--- config.mk ---
export PLATFORM = sky130hd
export DESIGN_NAME = kzc_accum
export DESIGN_NICKNAME = d
export VERILOG_FILES = /design/src/rtl/kzc_pkg.sv /design/src/rtl/kzc_accum.sv
export SDC_FILE = /design/constraint.sdc
export NUM_CORES = 1
export LEC_CHECK = 0
export BUFFER_PORTS_ARGS = -buffer_cell sky130_fd_sc_hd__buf_4
export CELL_PAD_IN_SITES_DETAIL_PLACEMENT = 1
export CELL_PAD_IN_SITES_GLOBAL_PLACEMENT = 2
export CORE_MARGIN = 8
export CORE_UTILIZATION = 28
export DETAILED_ROUTE_END_ITERATION = 12
export PLACE_DENSITY_LB_ADDON = 0.1
export SYNTH_ARGS = -nofsm -noshare
export SYNTH_HDL_FRONTEND = slang
export SYNTH_SLANG_ARGS = --single-unit
--- constraint.sdc ---
create_clock -name clk -period 3.7 [get_ports clk]
set_clock_uncertainty 0.1 [all_clocks]
set_input_delay 0.555 -clock clk [delete_from_list [all_inputs] [get_ports clk]]
set_output_delay 0.555 -clock clk [all_outputs]
set_load 0.01 [all_outputs]
--- src/rtl/kzc_pkg.sv ---
package kzc_pkg;
  typedef enum logic {ST_IDLE = 1'b0, ST_RUN = 1'b1} kzc_state_e;

  // Filler byte for byte lane b: cycles 1,2,3,4
  function automatic logic [7:0] fill_byte(input int b);
    return 8'((b % 4) + 1);
  endfunction
endpackage

--- src/rtl/kzc_accum.sv ---
module kzc_accum
  import kzc_pkg::*;
#(
  parameter int WORD_W    = 32,
  parameter int KEY_WORDS = 8,
  localparam int ZW     = $clog2(WORD_W + 1),
  localparam int CNT_W  = $clog2(WORD_W * KEY_WORDS + 1),
  localparam int WIDX_W = (KEY_WORDS > 1) ? $clog2(KEY_WORDS) : 1
) (
  input  logic             clk,
  input  logic             rst_n,
  input  logic             start,
  input  logic [CNT_W-1:0] ref_cnt,
  input  logic             w_valid,
  input  logic [ZW-1:0]    wzeros,
  output logic             take,
  output logic             busy,
  output logic             done,
  output logic             set_err,
  output logic [CNT_W-1:0] total,
  output logic             mismatch
);
  kzc_state_e       state_q;
  logic [WIDX_W-1:0] widx_q;
  logic [CNT_W-1:0] acc_q, ref_q, sum_next;
  logic             beat, last;

  assign busy     = (state_q == ST_RUN);
  assign take     = start && !busy;
  assign beat     = busy && w_valid;
  assign last     = beat && (widx_q == WIDX_W'(KEY_WORDS - 1));
  assign sum_next = acc_q + CNT_W'(wzeros);
  assign set_err  = last && (sum_next != ref_q);

  always_ff @(posedge clk or negedge rst_n) begin
    if (!rst_n) begin
      state_q  <= ST_IDLE;
      widx_q   <= '0;
      acc_q    <= '0;
      ref_q    <= '0;
      total    <= '0;
      mismatch <= 1'b0;
      done     <= 1'b0;
    end else begin
      done <= 1'b0;
      if (take) begin
        state_q <= ST_RUN;
        widx_q  <= '0;
        acc_q   <= '0;
        ref_q   <= ref_cnt;
      end else if (beat) begin
        acc_q  <= sum_next;
        widx_q <= widx_q + 1'b1;
        if (last) begin
          state_q  <= ST_IDLE;
          total    <= sum_next;
          mismatch <= (sum_next != ref_q);
          done     <= 1'b1;
        end
      end
    end
  end

  AST_ACC_BOUND: assert property (@(posedge clk) disable iff (!rst_n)
    busy |-> (32'(acc_q) <= 32'(widx_q) * WORD_W));
  AST_DONE_PULSE: assert property (@(posedge clk) disable iff (!rst_n)
    done |=> !done);
  AST_TOTAL_HELD: assert property (@(posedge clk) disable iff (!rst_n)
    !done |-> $stable(total));
  AST_DONE_IDLE: assert property (@(posedge clk) disable iff (!rst_n)
    done |-> !busy);
endmodule

# Yosys cells after proc, flatten, opt, wreduce, memory -nomap -nowiden
# Index checks and enable logic that the tools add are counted.
# totals
register_bits	33
inputBits	19
output_inout_bits	14
elab_cells	31
# op_classes
n_addsub	2
n_eq_ne	2
muxes	10
bitwise	1
n_reduce_logical	9
# op_table
op	n
9-bit two-way mux	2
9-bit by 6-bit adder with 9-bit output	1
9-bit inequality test	1
1-bit two-way mux	6
3-bit two-way mux	2
1-bit logical AND	4
2-bit nonzero test	2
3-bit by 1-bit adder with 3-bit output (second input constant)	1
3-bit == test (second input constant)	1
3-bit AND reduction	1
2-bit AND reduction	1
1-bit zero test	1
1-bit inverter	1

# Longest topological paths before layout
# Gate-level depths: netlist of the first run.
# logic_depth
depth_word	5
mapped_depth	8
ltp_nobuf	8

# Worst setup path after synthesis of the first run
# Ideal clock, no wire load.
# synth_timing
path_type	input port to output port
from	input wzeros[0]
to	output set_err
t_arrival_ns	2.276
required_ns	3.045
slack_ns	0.769
stages	8
n_path_buf	0
path_cell_list	ha_1 > fa_1 > a211oi_1 > o21ai_2 > xnor2_1 > xnor2_1 > nor4b_2 > a21oi_1
# synth_via
elab_chain_len	3
# synth_lines
element	line	source
start: declaration	kzc_accum.sv:15	input logic [ZW-1:0] wzeros,
9-bit by 6-bit adder with 9-bit output	kzc_accum.sv:32	assign sum_next = acc_q + CNT_W'(wzeros);
9-bit inequality test	kzc_accum.sv:33	assign set_err = last && (sum_next != ref_q);
1-bit logical AND	kzc_accum.sv:33	
end: declaration	kzc_accum.sv:19	output logic set_err,
# No other way between the ends.

# Worst setup path after layout of the first run
# layout_timing
from	register acc_q[0]
to	output set_err
# layout_via
elab_chain_len	3
# layout_lines
element	line	source
start: declaration	kzc_accum.sv:25	logic [CNT_W-1:0] acc_q, ref_q, sum_next;
start signal: assignment	kzc_accum.sv:52	acc_q <= sum_next;
9-bit by 6-bit adder with 9-bit output	kzc_accum.sv:32	
9-bit inequality test	kzc_accum.sv:33	
1-bit logical AND	kzc_accum.sv:33	
# No other way between the ends.

==> flow_summary.ini, run 1 <==
[run_status]
outcome = completed

[clocking]
cts-root-buf = clkbuf_8
cts_buffers = 5
cts_tree = built
clock-sinks = 33
cts-htree-levels = 2
clkLatencyLatePin_ns = 0.29
clock_path_buffers = 2
post_cts_buffers = 0
cts.repair.resized = 0
cts_hold_buffers = 0
path_clk_slew_ns = 0.07

[logic_synthesis]
synth_area_leaders = dfrtp_1 (47%), mux2_2 (8.3%), ha_1 (5.7%)
ys_seq_area_frac = 0.4681
synth.most_common_cell = dfrtp_1
yosysWarnings = 0
synth_top_area_share = 0.4681
synth_area_leader_cell = dfrtp_1
ys_ff_latch = 33
syn-cell-area_mm2 = 0.001764
synthFlopType = dfrtp_1
avgSynthCellArea_um2 = 11.17
synth_edf_count = 0
synthArstFlopShare = 1.000
synth_cell_types = 37
postSynthCellCount = 158
syn-num-nets = 186
synth_common_cells = dfrtp_1 (33), nand2_1 (18), o21ai_0 (14), mux2_2 (13)

[final_layout]
fin_cells = 272
drive_above_1_share = 0.3436
num-nets-final = 222
n_antenna_cell = 0
syn2layout_area_growth_pct = 25.39
final_area_mm2 = 0.002212
finalCoreUtilization = 0.3565

[global_routing]
antenna_found_initial = 0
grt-ovfl-total = 0
grt_pass1_wl_um = 7203
grt_pass1_vias = 1373
track_usage = 0.1069
grt_max_degree = 34

[routing]
wl_per_cell_um = 16.43
dr.first_iter.drc_count = 49
num_vias = 1283
wl_um = 4469
drc = 0
vias_per_cell = 4.717
drt_first_pass_iters = 4
ant_nets = 0

[critical_path]
setup.worst_path.class = reg2out
cp.required_ns = 3.04
reg2reg_from = acc_q[0]
end_kind = primary output
r2r_end = mismatch
ff2ff_setup_slack_ns = 1.18
crit_path_start_kind = flop
arrival_ns = 2.75
r2r_cells = 8
cp_max_fo = 3

[die]
die-area_mm2 = 0.009096
die_h_um = 95.38
pin_count = 33
num_rows = 29
die_x_um = 95.38
design.core.area_mm2 = 0.006205
start_util = 0.2843

[sta]
setup_viol = 0
hold-worst-slack_ns = 0.1102
fmax_ghz = 0.2941
fin_ws_ns = 0.2997
rsz0062_at_grt = no
relSlewSlack = 0.6451
hold_viol_final = 0
setup-tns-final_ns = 0
period_minus_slack_ns = 3.400
worstMarginPinSlew_ns = 0.5305
post-route-period-util = 0.9190
report.final.slew_viol_count = 0

[placed_design]
place_inst = 264
gp_congestion = 0.7636
dp_hpwl_um = 3485
placed_area_mm2 = 0.002096
pre_cts_ws_ns = 0.2774
io_buffer_count = 32

[pwr]
p_int_mw = 1.247
power_mw = 2.048
comb_power_share = 0.498
power.density_mw_per_mm2 = 925.9
pwr-share-seq = 0.330
p_leak_nw = 1.005
power_switching_mw = 0.8016
clkPwrFrac = 0.172
ir_worst_vdd_v = 0.0002789
swShare = 0.3914

[hold_path]
hold_path.class = in2async

[job]
max_cap_violations = 0
[how the worst max path moves through the flow]
stage / startpoint / to / slack (ns) / cells after the start
global route: acc_q[0] / set_err / 0.10 / 9
finish: acc_q[0] / set_err / 0.30 / 9
detailed placement: wzeros[0] / set_err / 0.28 / 10
floorplan: wzeros[0] / set_err / 0.77 / 8
global placement: wzeros[0] / set_err / 0.34 / 10
CTS: acc_q[0] / set_err / 0.24 / 9
[state kept, by name (all words and copies together) (netlist names)]
register  flops
total         9
done          1
mismatch      1
ref_q         9
widx_q        3
busy          1
acc_q         9
[routing by layer]
metal  GRT usage  vias up  wire length (um)
met5           0        -                 0
met4     0.04225        0                70
met3     0.04173        7               333
met2      0.1588       36              1948
met1      0.1363      606              2116
li1            -      634                 -
[cells by family (layout without fill, tap and decap cells)]
kind of cell / after synthesis / in the layout / synth area share
xor gates and xnor gates: 19 / 19 / 0.09859
adders and majority gates: 9 / 9 / 0.06809
DFF: 33 / 33 / 0.4681
and+or+nand+nor: 37 / 37 / 0.1121
buffers and inverters: 7 / 44 / 0.01560
muxes: 13 / 13 / 0.08298
AOI/OAI and AO/OA: 40 / 40 / 0.1546
[placed cells by master (no fill, tap or decap), drive strengths merged]
master / n
nor4: 2
buf: 34
a21o: 1
o21ai: 18
a31oi: 2
xnor2: 10
a21oi: 6
nor2b: 1
nand4b: 1
a22o: 6
inv: 2
clkbuf: 7
nor2: 8
dfrtp: 33
a21boi: 1
bufinv: 1
nand3: 3
xor2: 9
ha: 8
a2bb2o: 1
o211ai: 1
o2111a: 1
nor3: 1
or2b: 2
o31ai: 1
nand2: 18
a211oi: 2
fa: 1
nor4b: 1
mux2: 13
[critical path, stage by stage, from the launching register on]
cell and delay (ns):
dfrtp_1 0.39, ha_1 0.23, fa_1 0.43, a21o_1 0.21, a21oi_2 0.18, xnor2_1 0.09
nor4_1 0.33, nor4b_2 0.30, a21oi_1 0.12, buf_4 0.16
[power groups by stage]
stage                     Combinational (mW)  Sequential, mW  Clock, mW
after global routing                    1.14           0.705      0.383
after detailed placement                1.04           0.688          0
after floorplan                        0.735           0.653          0
after global placement                  1.01           0.675          0
after CTS                               1.04           0.682      0.367
final                                   1.02           0.676      0.353
[cell type report]
class,instances,area [um^2]
clock inverters,1,30.03
inverters,2,7.507
clock buffers,7,86.33
well taps,77,96.34
repair buffers,34,255.2
flip-flops and latches,33,825.8
multi-input cells,118,910.9
fillers,687,3993
(Power assumes the default switching activity.)
==> run 2, diff against run 1 <==
clock period = 3.45 ns   (was 3.7 ns; I/O delays follow)
==> run 2 against run 1 <==
  * Routed wire length barely moved
  * Utilization rose by 0.44 points
  * Hold slack got worse by 0.034 ns
  * Count of clock-buffer cells in the layout did not move
  * Sequential power rose by 7.8%
  * Clock power rose by 7.1%
==> flow_summary.ini, run 2 (synthesis results as in run 1) <==
[final_layout]
mostFrequentLayoutCell = buf_4
fin_cells = 272
syn2layout_area_growth_pct = 26.95
final_cell_mix = buf_4 (34), dfrtp_1 (33), nand2_1 (18), o21ai_0 (14), mux2_2 (13)
finalCoreUtilization = 0.3610
num-fill-cells = 691
top_regs = acc_q x9, ref_q x9, total x9
n_antenna_cell = 0
num-nets-final = 222
drive_above_1_share = 0.3590
seqCellArea_um2 = 825.8
multi_input_area_um2 = 938.4

[clocking]
cts_tree = built
cts-root-buf = clkbuf_8
clkLatencyLatePin_ns = 0.28
clock-sinks = 33
cts_buffers = 5
post_cts_buffers = 0
cts-htree-levels = 2
clock_path_buffers = 2
path_clk_slew_ns = 0.07
cts_hold_buffers = 0

[job]
max_cap_violations = 0

[sta]
setup_viol = 0
rsz0062_at_grt = no
period_minus_slack_ns = 3.251
worstMarginPinSlew_ns = 0.5332
relSlewSlack = 0.6432
fin_ws_ns = 0.1989
fmax_ghz = 0.3076
hold_viol_final = 0
report.final.slew_viol_count = 0
hold-worst-slack_ns = 0.07643
setup-tns-final_ns = 0
post-route-period-util = 0.9424

[die]
die_h_um = 95.38
pin_count = 33
die_x_um = 95.38
num_rows = 29
design.core.area_mm2 = 0.006205
die-area_mm2 = 0.009096
start_util = 0.2843

[critical_path]
r2r_end = mismatch
r2r_cells = 8
crit_path_start_kind = flop
ff2ff_setup_slack_ns = 1.04
setup.worst_path.class = reg2out
cp-startpoint = acc_q[0]
cp_max_fo = 5
arrival_ns = 2.63
end_kind = primary output
setup.worst_path.end = set_err
cp.required_ns = 2.83
reg2reg_from = acc_q[0]

[global_routing]
grt_max_degree = 34
grt-ovfl-total = 0
track_usage = 0.1059
antenna_found_initial = 0
grt_pass1_wl_um = 7286
grt_pass1_vias = 1383

[routing]
vias_per_cell = 4.710
dr.first_iter.drc_count = 39
drc = 0
num_vias = 1281
wl_um = 4466
wl_per_cell_um = 16.42
ant_nets = 0
drt_first_pass_iters = 4

[placed_design]
dp_hpwl_um = 3473
pre_cts_ws_ns = 0.1130
io_buffer_count = 32
gp_congestion = 0.7618
place_inst = 264

[run_status]
outcome = completed

[pwr]
p_leak_nw = 1.013
swShare = 0.3974
pwr-share-seq = 0.324
comb_power_share = 0.508
p_int_mw = 1.356
clkPwrFrac = 0.168
power.density_mw_per_mm2 = 1004
ir_worst_vdd_v = 0.0002856
power_switching_mw = 0.8941

[hold_path]
hold_path.class = in2async
run 2: layout make-up:
class,count,area share
clock inverters,1,0.01341
inverters,2,0.003352
flip-flops and latches,33,0.3687
clock buffers,7,0.03855
multi-input cells,118,0.4190
well taps,77,0.04302
repair buffers,34,0.1140
run 2: layer usage:
metal,track usage,wire length [um],up-vias
met1,0.1402,2171,615
li1,-,-,635
met3,0.03701,266,4
met4,0.03457,52,0
met2,0.1577,1975,27
met5,0,0,-
run 2: power by group through the flow:
stage	sequential, mW	clock, mW	combinational, mW
2_1_floorplan	0.700	0	0.788
3_3_place_gp	0.724	0	1.08
3_5_place_dp	0.740	0	1.11
4_1_cts	0.733	0.392	1.11
5_1_grt	0.759	0.407	1.27
6_report	0.729	0.378	1.14
run 2: repair_timing:
item	in CTS	in global routing
gates resized for setup	0	4
endpoints found under the setup margin	0	1
endpoints found under the hold margin	0	0
run 2: worst min-delay path by stage:
stage	start	endpoint	slack (ns)	cells past startpoint
global route	rst_n	total[5]	0.10	1
global placement	total[1]	total[1]	0.36	2
finish	rst_n	total[4]	0.08	1
CTS	rst_n	total[3]	0.08	1
floorplan	rst_n	acc_q[0]	0.12	0
detailed placement	total[4]	total[4]	0.38	2
run 2: worst max-delay path: stages, from the launching register on:
cell      delay (ns)
dfrtp_1         0.40
ha_1            0.23
fa_1            0.44
a211oi_2        0.27
o21ai_2         0.14
nand3_1         0.18
xnor2_1         0.13
nor4b_4         0.27
a21oi_1         0.11
buf_4           0.16
run 2: per-stage QoR:
step,total power [mW],cell area [um^2]
6_report,2.250,2240
5_1_grt,2.439,2240
4_1_cts,2.236,2212
3_5_place_dp,1.849,2096
3_3_place_gp,1.807,2096
2_1_floorplan,1.489,1764
